===== config.mk =====
export PLATFORM = sky130hd
export DESIGN_NAME = interval_timer
export DESIGN_NICKNAME = d
export VERILOG_FILES = /design/src/rtl/timer_pkg.sv /design/src/rtl/timer_mode.sv /design/src/rtl/timer_prescaler.sv /design/src/rtl/timer_counter.sv /design/src/rtl/interval_timer.sv
export SDC_FILE = /design/constraint.sdc
export NUM_CORES = 1
export LEC_CHECK = 0
export ABC_AREA = 1
export BUFFER_PORTS_ARGS = -buffer_cell sky130_fd_sc_hd__buf_2
export CAP_MARGIN = 5
export CELL_PAD_IN_SITES_DETAIL_PLACEMENT = 1
export CELL_PAD_IN_SITES_GLOBAL_PLACEMENT = 2
export CORE_UTILIZATION = 30
export CTS_BUF_LIST = sky130_fd_sc_hd__clkbuf_4 sky130_fd_sc_hd__clkbuf_8
export CTS_CLUSTER_SIZE = 8
export DETAILED_ROUTE_END_ITERATION = 6
export MAX_ROUTING_LAYER = met4
export PLACE_DENSITY_LB_ADDON = 0.1
export REMOVE_ABC_BUFFERS = 1
export SYNTH_ARGS = -nofsm -noshare
export SYNTH_HDL_FRONTEND = slang
export SYNTH_SLANG_ARGS = --single-unit

===== constraint.sdc =====
create_clock -name clk -period 2.4 [get_ports clk]
set_clock_uncertainty 0.2 [all_clocks]
set_input_delay 0.48 -clock clk [delete_from_list [all_inputs] [get_ports clk]]
set_output_delay 0.48 -clock clk [all_outputs]
set_load 0.05 [all_outputs]

===== src/rtl/timer_pkg.sv =====
package timer_pkg;

    localparam int CNT_W   = 8;
    localparam int PRESC_W = 10;
    localparam int SEL_W   = 2;

    typedef enum logic [SEL_W-1:0] {
        IVL_1    = 2'd0,
        IVL_8    = 2'd1,
        IVL_64   = 2'd2,
        IVL_1024 = 2'd3
    } ivl_e;

    typedef struct packed {
        logic [CNT_W-1:0] value;
        logic             expired;
    } cnt_state_t;

    // last prescaler value of an interval: 2^k - 1
    function automatic logic [PRESC_W-1:0] ivl_limit(ivl_e sel);
        int sh;
        case (sel)
            IVL_1:   sh = 0;
            IVL_8:   sh = 3;
            IVL_64:  sh = 6;
            default: sh = PRESC_W;
        endcase
        return PRESC_W'((32'd1 << sh) - 32'd1);
    endfunction

endpackage


===== src/rtl/timer_mode.sv =====
module timer_mode
    import timer_pkg::*;
(
    input  logic             clk,
    input  logic             rst,
    input  logic             wr_en,
    input  logic [SEL_W-1:0] wr_addr,
    output ivl_e             sel
);

    always_ff @(posedge clk) begin
        if (rst) begin
            sel <= IVL_1024;
        end else if (wr_en) begin
            sel <= ivl_e'(wr_addr);
        end
    end

    AST_MODE_HOLD: assert property (@(posedge clk) disable iff (rst)
        !wr_en |=> $stable(sel));

endmodule


===== src/rtl/timer_prescaler.sv =====
module timer_prescaler
    import timer_pkg::*;
(
    input  logic clk,
    input  logic rst,
    input  logic restart,
    input  ivl_e sel,
    input  logic fast,
    output logic tick
);

    logic [PRESC_W-1:0] presc;
    logic [PRESC_W-1:0] limit;
    logic               at_end;

    assign limit  = ivl_limit(sel);
    assign at_end = (presc == limit);
    assign tick   = fast | at_end;

    always_ff @(posedge clk) begin
        if (rst || restart || fast || at_end) begin
            presc <= '0;
        end else begin
            presc <= presc + 1'b1;
        end
    end

    AST_PRESC_BOUND: assert property (@(posedge clk) disable iff (rst)
        presc <= ivl_limit(sel));

    AST_RESTART_CLEARS: assert property (@(posedge clk) disable iff (rst)
        restart |=> presc == '0);

endmodule


===== src/rtl/timer_counter.sv =====
module timer_counter
    import timer_pkg::*;
(
    input  logic             clk,
    input  logic             rst,
    input  logic [CNT_W-1:0] seed,
    input  logic             load,
    input  logic [CNT_W-1:0] load_data,
    input  logic             tick,
    output cnt_state_t       state
);

    cnt_state_t nxt;

    always_comb begin
        nxt = state;
        if (load) begin
            nxt.value   = load_data;
            nxt.expired = 1'b0;
        end else if (tick) begin
            nxt.value = state.value - 1'b1;
            if (state.value == '0) begin
                nxt.expired = 1'b1;
            end
        end
    end

    always_ff @(posedge clk) begin
        if (rst) begin
            state.value   <= seed;
            state.expired <= 1'b0;
        end else begin
            state <= nxt;
        end
    end

    AST_LOAD_VALUE: assert property (@(posedge clk) disable iff (rst)
        load |=> (state.value == $past(load_data)) && !state.expired);

    AST_HOLD_NO_TICK: assert property (@(posedge clk) disable iff (rst)
        (!load && !tick) |=> $stable(state));

    AST_WRAP_TO_FF: assert property (@(posedge clk) disable iff (rst)
        (!load && tick && state.value == '0) |=> state.value == '1 && state.expired);

    AST_EXPIRED_STICKY: assert property (@(posedge clk) disable iff (rst)
        (state.expired && !load) |=> state.expired);

endmodule


===== src/rtl/interval_timer.sv =====
module interval_timer
    import timer_pkg::*;
(
    input  logic             clk,
    input  logic             rst,
    input  logic [CNT_W-1:0] seed,
    input  logic             wr_en,
    input  logic [SEL_W-1:0] wr_addr,
    input  logic [CNT_W-1:0] wr_data,
    input  logic             rd_en,
    output logic [CNT_W-1:0] rd_data
);

    ivl_e       sel;
    logic       tick;
    cnt_state_t state;

    timer_mode u_mode (
        .clk     (clk),
        .rst     (rst),
        .wr_en   (wr_en),
        .wr_addr (wr_addr),
        .sel     (sel)
    );

    timer_prescaler u_presc (
        .clk     (clk),
        .rst     (rst),
        .restart (wr_en),
        .sel     (sel),
        .fast    (state.expired),
        .tick    (tick)
    );

    timer_counter u_cnt (
        .clk       (clk),
        .rst       (rst),
        .seed      (seed),
        .load      (wr_en),
        .load_data (wr_data),
        .tick      (tick),
        .state     (state)
    );

    assign rd_data = rd_en ? state.value : '0;

    AST_FAST_RATE: assert property (@(posedge clk) disable iff (rst)
        (state.expired && !wr_en) |=> state.value == $past(state.value) - 8'd1);

    AST_RESET_MODE: assert property (@(posedge clk)
        rst |=> sel == IVL_1024 && !state.expired);

endmodule


Word-level counts from Yosys, hierarchy flattened
Index checks and enable logic that the tools add are counted.
- register bits after elaboration: 21
- bits of input ports: 22
- output and inout port bits: 8
- word-level logic and storage cells: 26
- add/sub/neg operators: 3
- equal/unequal tests: 3
- shift-type cells: 1
- mux-type cells: 6
- bitwise logic cells: 1
- reductions and logical operators: 8
- operators by type and width (cell ; number):
    $mux W9 ; 3
    $pmux W4 S3 ; 1
    $add A10 B1 Y10 const B ; 1
    $eq A10 B10 Y1 ; 1
    $shl A1 B4 Y10 const A ; 1
    $sub A10 B1 Y10 const B ; 1
    $logic_not A8 Y1 ; 1
    $mux W8 ; 1
    $sub A8 B1 Y8 const B ; 1
    $logic_or A1 B1 Y1 ; 3
    $reduce_bool A3 Y1 ; 1
    $eq A2 B1 Y1 const B ; 1
    $eq A2 B2 Y1 const B ; 1
    $logic_not A2 Y1 ; 1
    $reduce_and A2 Y1 ; 1
    $reduce_or A2 Y1 ; 1
    $mux W1 ; 1
    $or A1 B1 Y1 ; 1

Logic depth before layout (Yosys ltp)
- word-level depth: 9
- mapped depth: 11
- gate-level depth less buffers: 11

Cells and area by module
Synthesis repeated with hierarchy kept, for this count alone.
- cell total of the unflattened synthesis: 221
- area total of the unflattened synthesis: 1508.9 µm²
- modules (own cells, without submodules) (module ; instances ; cells each ; area an instance (µm²) ; sequential area each (µm²)):
    timer_prescaler ; 1 ; 107 ; 721.9 ; 200.2
    timer_counter ; 1 ; 87 ; 649.4 ; 260.2
    timer_mode ; 1 ; 10 ; 72.6 ; 40.0
    interval_timer ; 1 ; 17 ; 65.1 ; 0.0

Worst setup path after synthesis
Ideal clock, no wire load.
- kind: flip-flop to flip-flop
- start: register u_mode.sel[1]
- end: register, netlist name u_cnt.state[1]
- setup time: 0.302 ns
- data arrival time: 1.401 ns
- required time: 1.898 ns
- slack: 0.497 ns
- cell stages (with the launch flop): 11
- path buffers: 1
- period minus slack after synthesis: 1.903 ns
- cells stage by stage: dfxtp_1 inv_1 ha_1 inv_1 nand2_1 nand3_1 nand2_1 nor2_1 nand3_2 nand3_2 buf_6
- longest elaborated chain between the ends: 7
- elaborated cells on any way between the ends: 9
- classes of those cells: 1 x add/sub; 3 x eq/ne; 1 x shift; 1 x mux; 1 x bitwise; 2 x reduce/logical
- ends and longest elaborated chain (item ; line ; source):
    from (decl) ; timer_mode.sv:8 ; output ivl_e sel
    from (signal assigned) ; timer_mode.sv:15 ; sel <= ivl_e'(wr_addr);
    $eq A2 B2 Y1, or another cell as far along ; timer_pkg.sv:22 ; case (sel)
    $pmux W4 S3 (*) ; timer_pkg.sv:22 ;
    $shl A1 B4 Y10 (*) ; timer_pkg.sv:28 ; return PRESC_W'((32'd1 << sh) - 32'd1);
    $sub A10 B1 Y10 (*) ; timer_pkg.sv:28 ;
    $eq A10 B10 Y1 (*) ; timer_prescaler.sv:17 ; assign at_end = (presc == limit);
    $or A1 B1 Y1 (*) ; timer_prescaler.sv:18 ; assign tick = fast | at_end;
    $reduce_bool A3 Y1 (no line) (*) ; n/a ;
Every way passes the cells marked *; elsewhere a longest branch is shown, timed or not.
A chain may end at the register's enable or synchronous reset.

Worst setup path after layout
- start: register u_mode.sel[1]
- end: register, netlist name u_cnt.state[3]
- longest elaborated chain between the ends: 7
- elaborated cells on any way between the ends: 9
- classes of those cells: 1 x add/sub; 3 x eq/ne; 1 x shift; 1 x mux; 1 x bitwise; 2 x reduce/logical
- ends and longest elaborated chain (item ; line):
    $eq A2 B2 Y1, or another cell as far along ; timer_pkg.sv:22
    $pmux W4 S3 (*) ; timer_pkg.sv:22
    $shl A1 B4 Y10 (*) ; timer_pkg.sv:28
    $sub A10 B1 Y10 (*) ; timer_pkg.sv:28
    $eq A10 B10 Y1 (*) ; timer_prescaler.sv:17
    $or A1 B1 Y1 (*) ; timer_prescaler.sv:18
    $reduce_bool A3 Y1 (no line) (*) ; n/a
Marks and branches as above.

==> impl_results.md <==
* Status: finished, final reports clean
* Starting Density at 32.04%
* Die Area at ~0.0050 sq mm
* WS Path Type: reg -> reg
* Number of buffers added on ports at 29
* Worst-margin pin slew at 488.8 ps
* #FFs+latches synth at 21
* CP Capture Type: flop
* Fin nets at 266
* Sequential fraction of the synthesis area at 35.15%
* Maximum clock rate at 456.1 MHz
* Count leader, synth: nand2_1
* Post-route DRC at 0
* CTS tree: yes
* First-pass GRT wire length at 6479 um
* CP Launch Type: flop
* Share of synthesized registers carrying an async set or reset at 0%
* Vias in the first global route at 1356
* Core ar. at 0.004444 sq mm
* YS warnings at 0
* Pwr Density at around 500 mW/mm^2
* Post-DRT Antenna Nets at 0
* Final wirelength at 3868 um
* Slew Viols, Final at 0
* Hold crit path type: in -> reg
* CTS sink cnt at 21
* Number of gates resized after CTS at 0
* Worst VDD drop at approximately 0.00024 V
* Vias per cell at 4.778
* Synth Instances at 207
* Wire per inst at 13.43 um
* Max-Slew Margin vs Limit at 67.16%
* WP data arrival at roughly 1900 ps
* Max-cap violations at 0
* Top cell type by total area after synthesis: dfxtp_1
* Clock period minus worst slack at 2192 ps
* Synth top area cells: dfxtp_1, edfxtp_1, nand2_1
* Post-DP Area at 0.001615 sq mm
* FF-to-FF path depth at 9
* Final Hold Slack at 256.6 ps
* Netlist cell types at 24
* Starting DRC count in detailed routing at 32
* Setup ws final at 207.7 ps
* Area Growth Syn to Fin at 16.87%
* Post-synthesis cell area at 0.001424 sq mm
* Final setup viols at 0
* RSZ-0062 raised after global routing: no
* Place WS at 194.1 ps
* Fin. Hold Viols at 0
* CP Data Required Time at 2120 ps
* CTS Root Cell: clkbuf_8
* Synth top area share at between 10% and 20%
* Proportion of layout cells with a drive suffix above 1 at 18.22%
* Die W at 70.89 um
* Static Leak at roughly 0.0008 uW
* Vias after detailed routing at 1376
* Average size of a mapped cell at just under 7 sq um
* Most common library cells after synthesis: nand2_1, inv_1, nor2_1
* Post-DP HPWL at 3061 um
* Final period utilization at 91.34%
* I/O Pins at 30
* Clock buffer count from CTS at 3
* Initial antenna violation count at 0
* Setup Buffers After CTS at 0
* EDFF count, synth at 8
* DIE HEIGHT at 70.89 um
* CP Max Fanout at 18
* GRT Overall Usage at roughly 17%
* CTS Hold Bufs at 0
* H-tree levels at 1
* Reg2reg setup slack at 210 ps
* Placer Congestion at 0.8027
* Worst hold stages at 3
* Clk slew on worst S/H paths at 70 ps
* # rows at 24
* Clock latency on the worst-skew pair at 260 ps
* CTS max path bufs at 2
* Post-synth top flop: dfxtp_1
* TNS Setup at 0 ps
* Design Area, Final at approximately 0.0017 sq mm
* GRT overflow at 0
* # diodes at 0
* Pin count of the biggest net entering global routing at 21
* Detailed Routing Iterations Pass 1 at 6
path summary, 6_finish.rpt:
path	startpoint	end
hold reg to reg	u_presc.presc[8]	u_presc.presc[8]
setup / recovery	u_mode.sel[1]	u_cnt.state[3]
setup reg to reg	u_mode.sel[1]	u_cnt.state[3]
hold / removal	wr_addr[1]	u_mode.sel[1]
sequential cells by signal, indices dropped and copies added, names as in the netlist:
signal,count
u_cnt.state,9
u_mode.sel,2
u_presc.presc,10
logic make-up (layout without fill, tap and decap cells):
kind of cell / Yosys count / count (layout) / share of synthesized area [%]
flops: 21 / 21 / 35.15
xor+xnor: 8 / 8 / 4.921
simple gates: 104 / 104 / 33.04
fa+ha+maj: 7 / 7 / 6.151
compound gates: 29 / 29 / 10.19
buf+inv: 38 / 67 / 10.54
layout make-up:
cell class,instances,area [sq um]
inverter,33,123.9
clock buffer,4,48.80
timing repair buffer,30,152.6
tap,52,65.06
fill,581,2780
sequential,21,500.5
multi-input combinational,148,773.2
report_power, final:
part / total [uW] / internal [uW] / switching, uW
clock network: 245 / 130 / 116
logic: 178 / 59.2 / 119
registers: 406 / 389 / 17.4
total: 830 / 578 / 252
critical path, stage by stage, from the launching register on:
cell     delay [ps]
dfxtp_1         380
inv_1            90
ha_1            310
inv_1            80
nand2_1          50
nand3_1          80
nand2_1          60
nor2_1          130
nand3_2         130
nand3_2         340
routing by layer:
| layer | track usage (%) | wire length (um) | vias up |
|---|---|---|---|
| li1 | - | - | 711 |
| met1 | 22.31 | 1936 | 642 |
| met2 | 27.78 | 1815 | 21 |
| met3 | 3.419 | 103 | 2 |
| met4 | 2.000 | 13 | 0 |
| met5 | - | 0 | - |
layout by cell type (no fill, tap or decap), drive strengths merged:
| cell type | instances |
|---|---|
| dfxtp | 13 |
| buf | 30 |
| or2 | 2 |
| nand2 | 46 |
| nor2 | 32 |
| and3 | 1 |
| nand3 | 14 |
| xor2 | 6 |
| o21ai | 7 |
| edfxtp | 8 |
| inv | 33 |
| a21oi | 22 |
| nor3 | 4 |
| clkbuf | 4 |
| ha | 7 |
| xnor2 | 2 |
| nand4 | 5 |
through the flow:
step	power (uW)	util, %	cells
3_5_place_dp	594.4	36.35	284
3_3_place_gp	586.3	36.35	284
5_1_grt	885.0	37.44	288
4_1_cts	843.1	37.44	288
2_1_floorplan	528.2	-	202
6_report	829.7	37.44	288
Power figures use the tool's default switching activity.
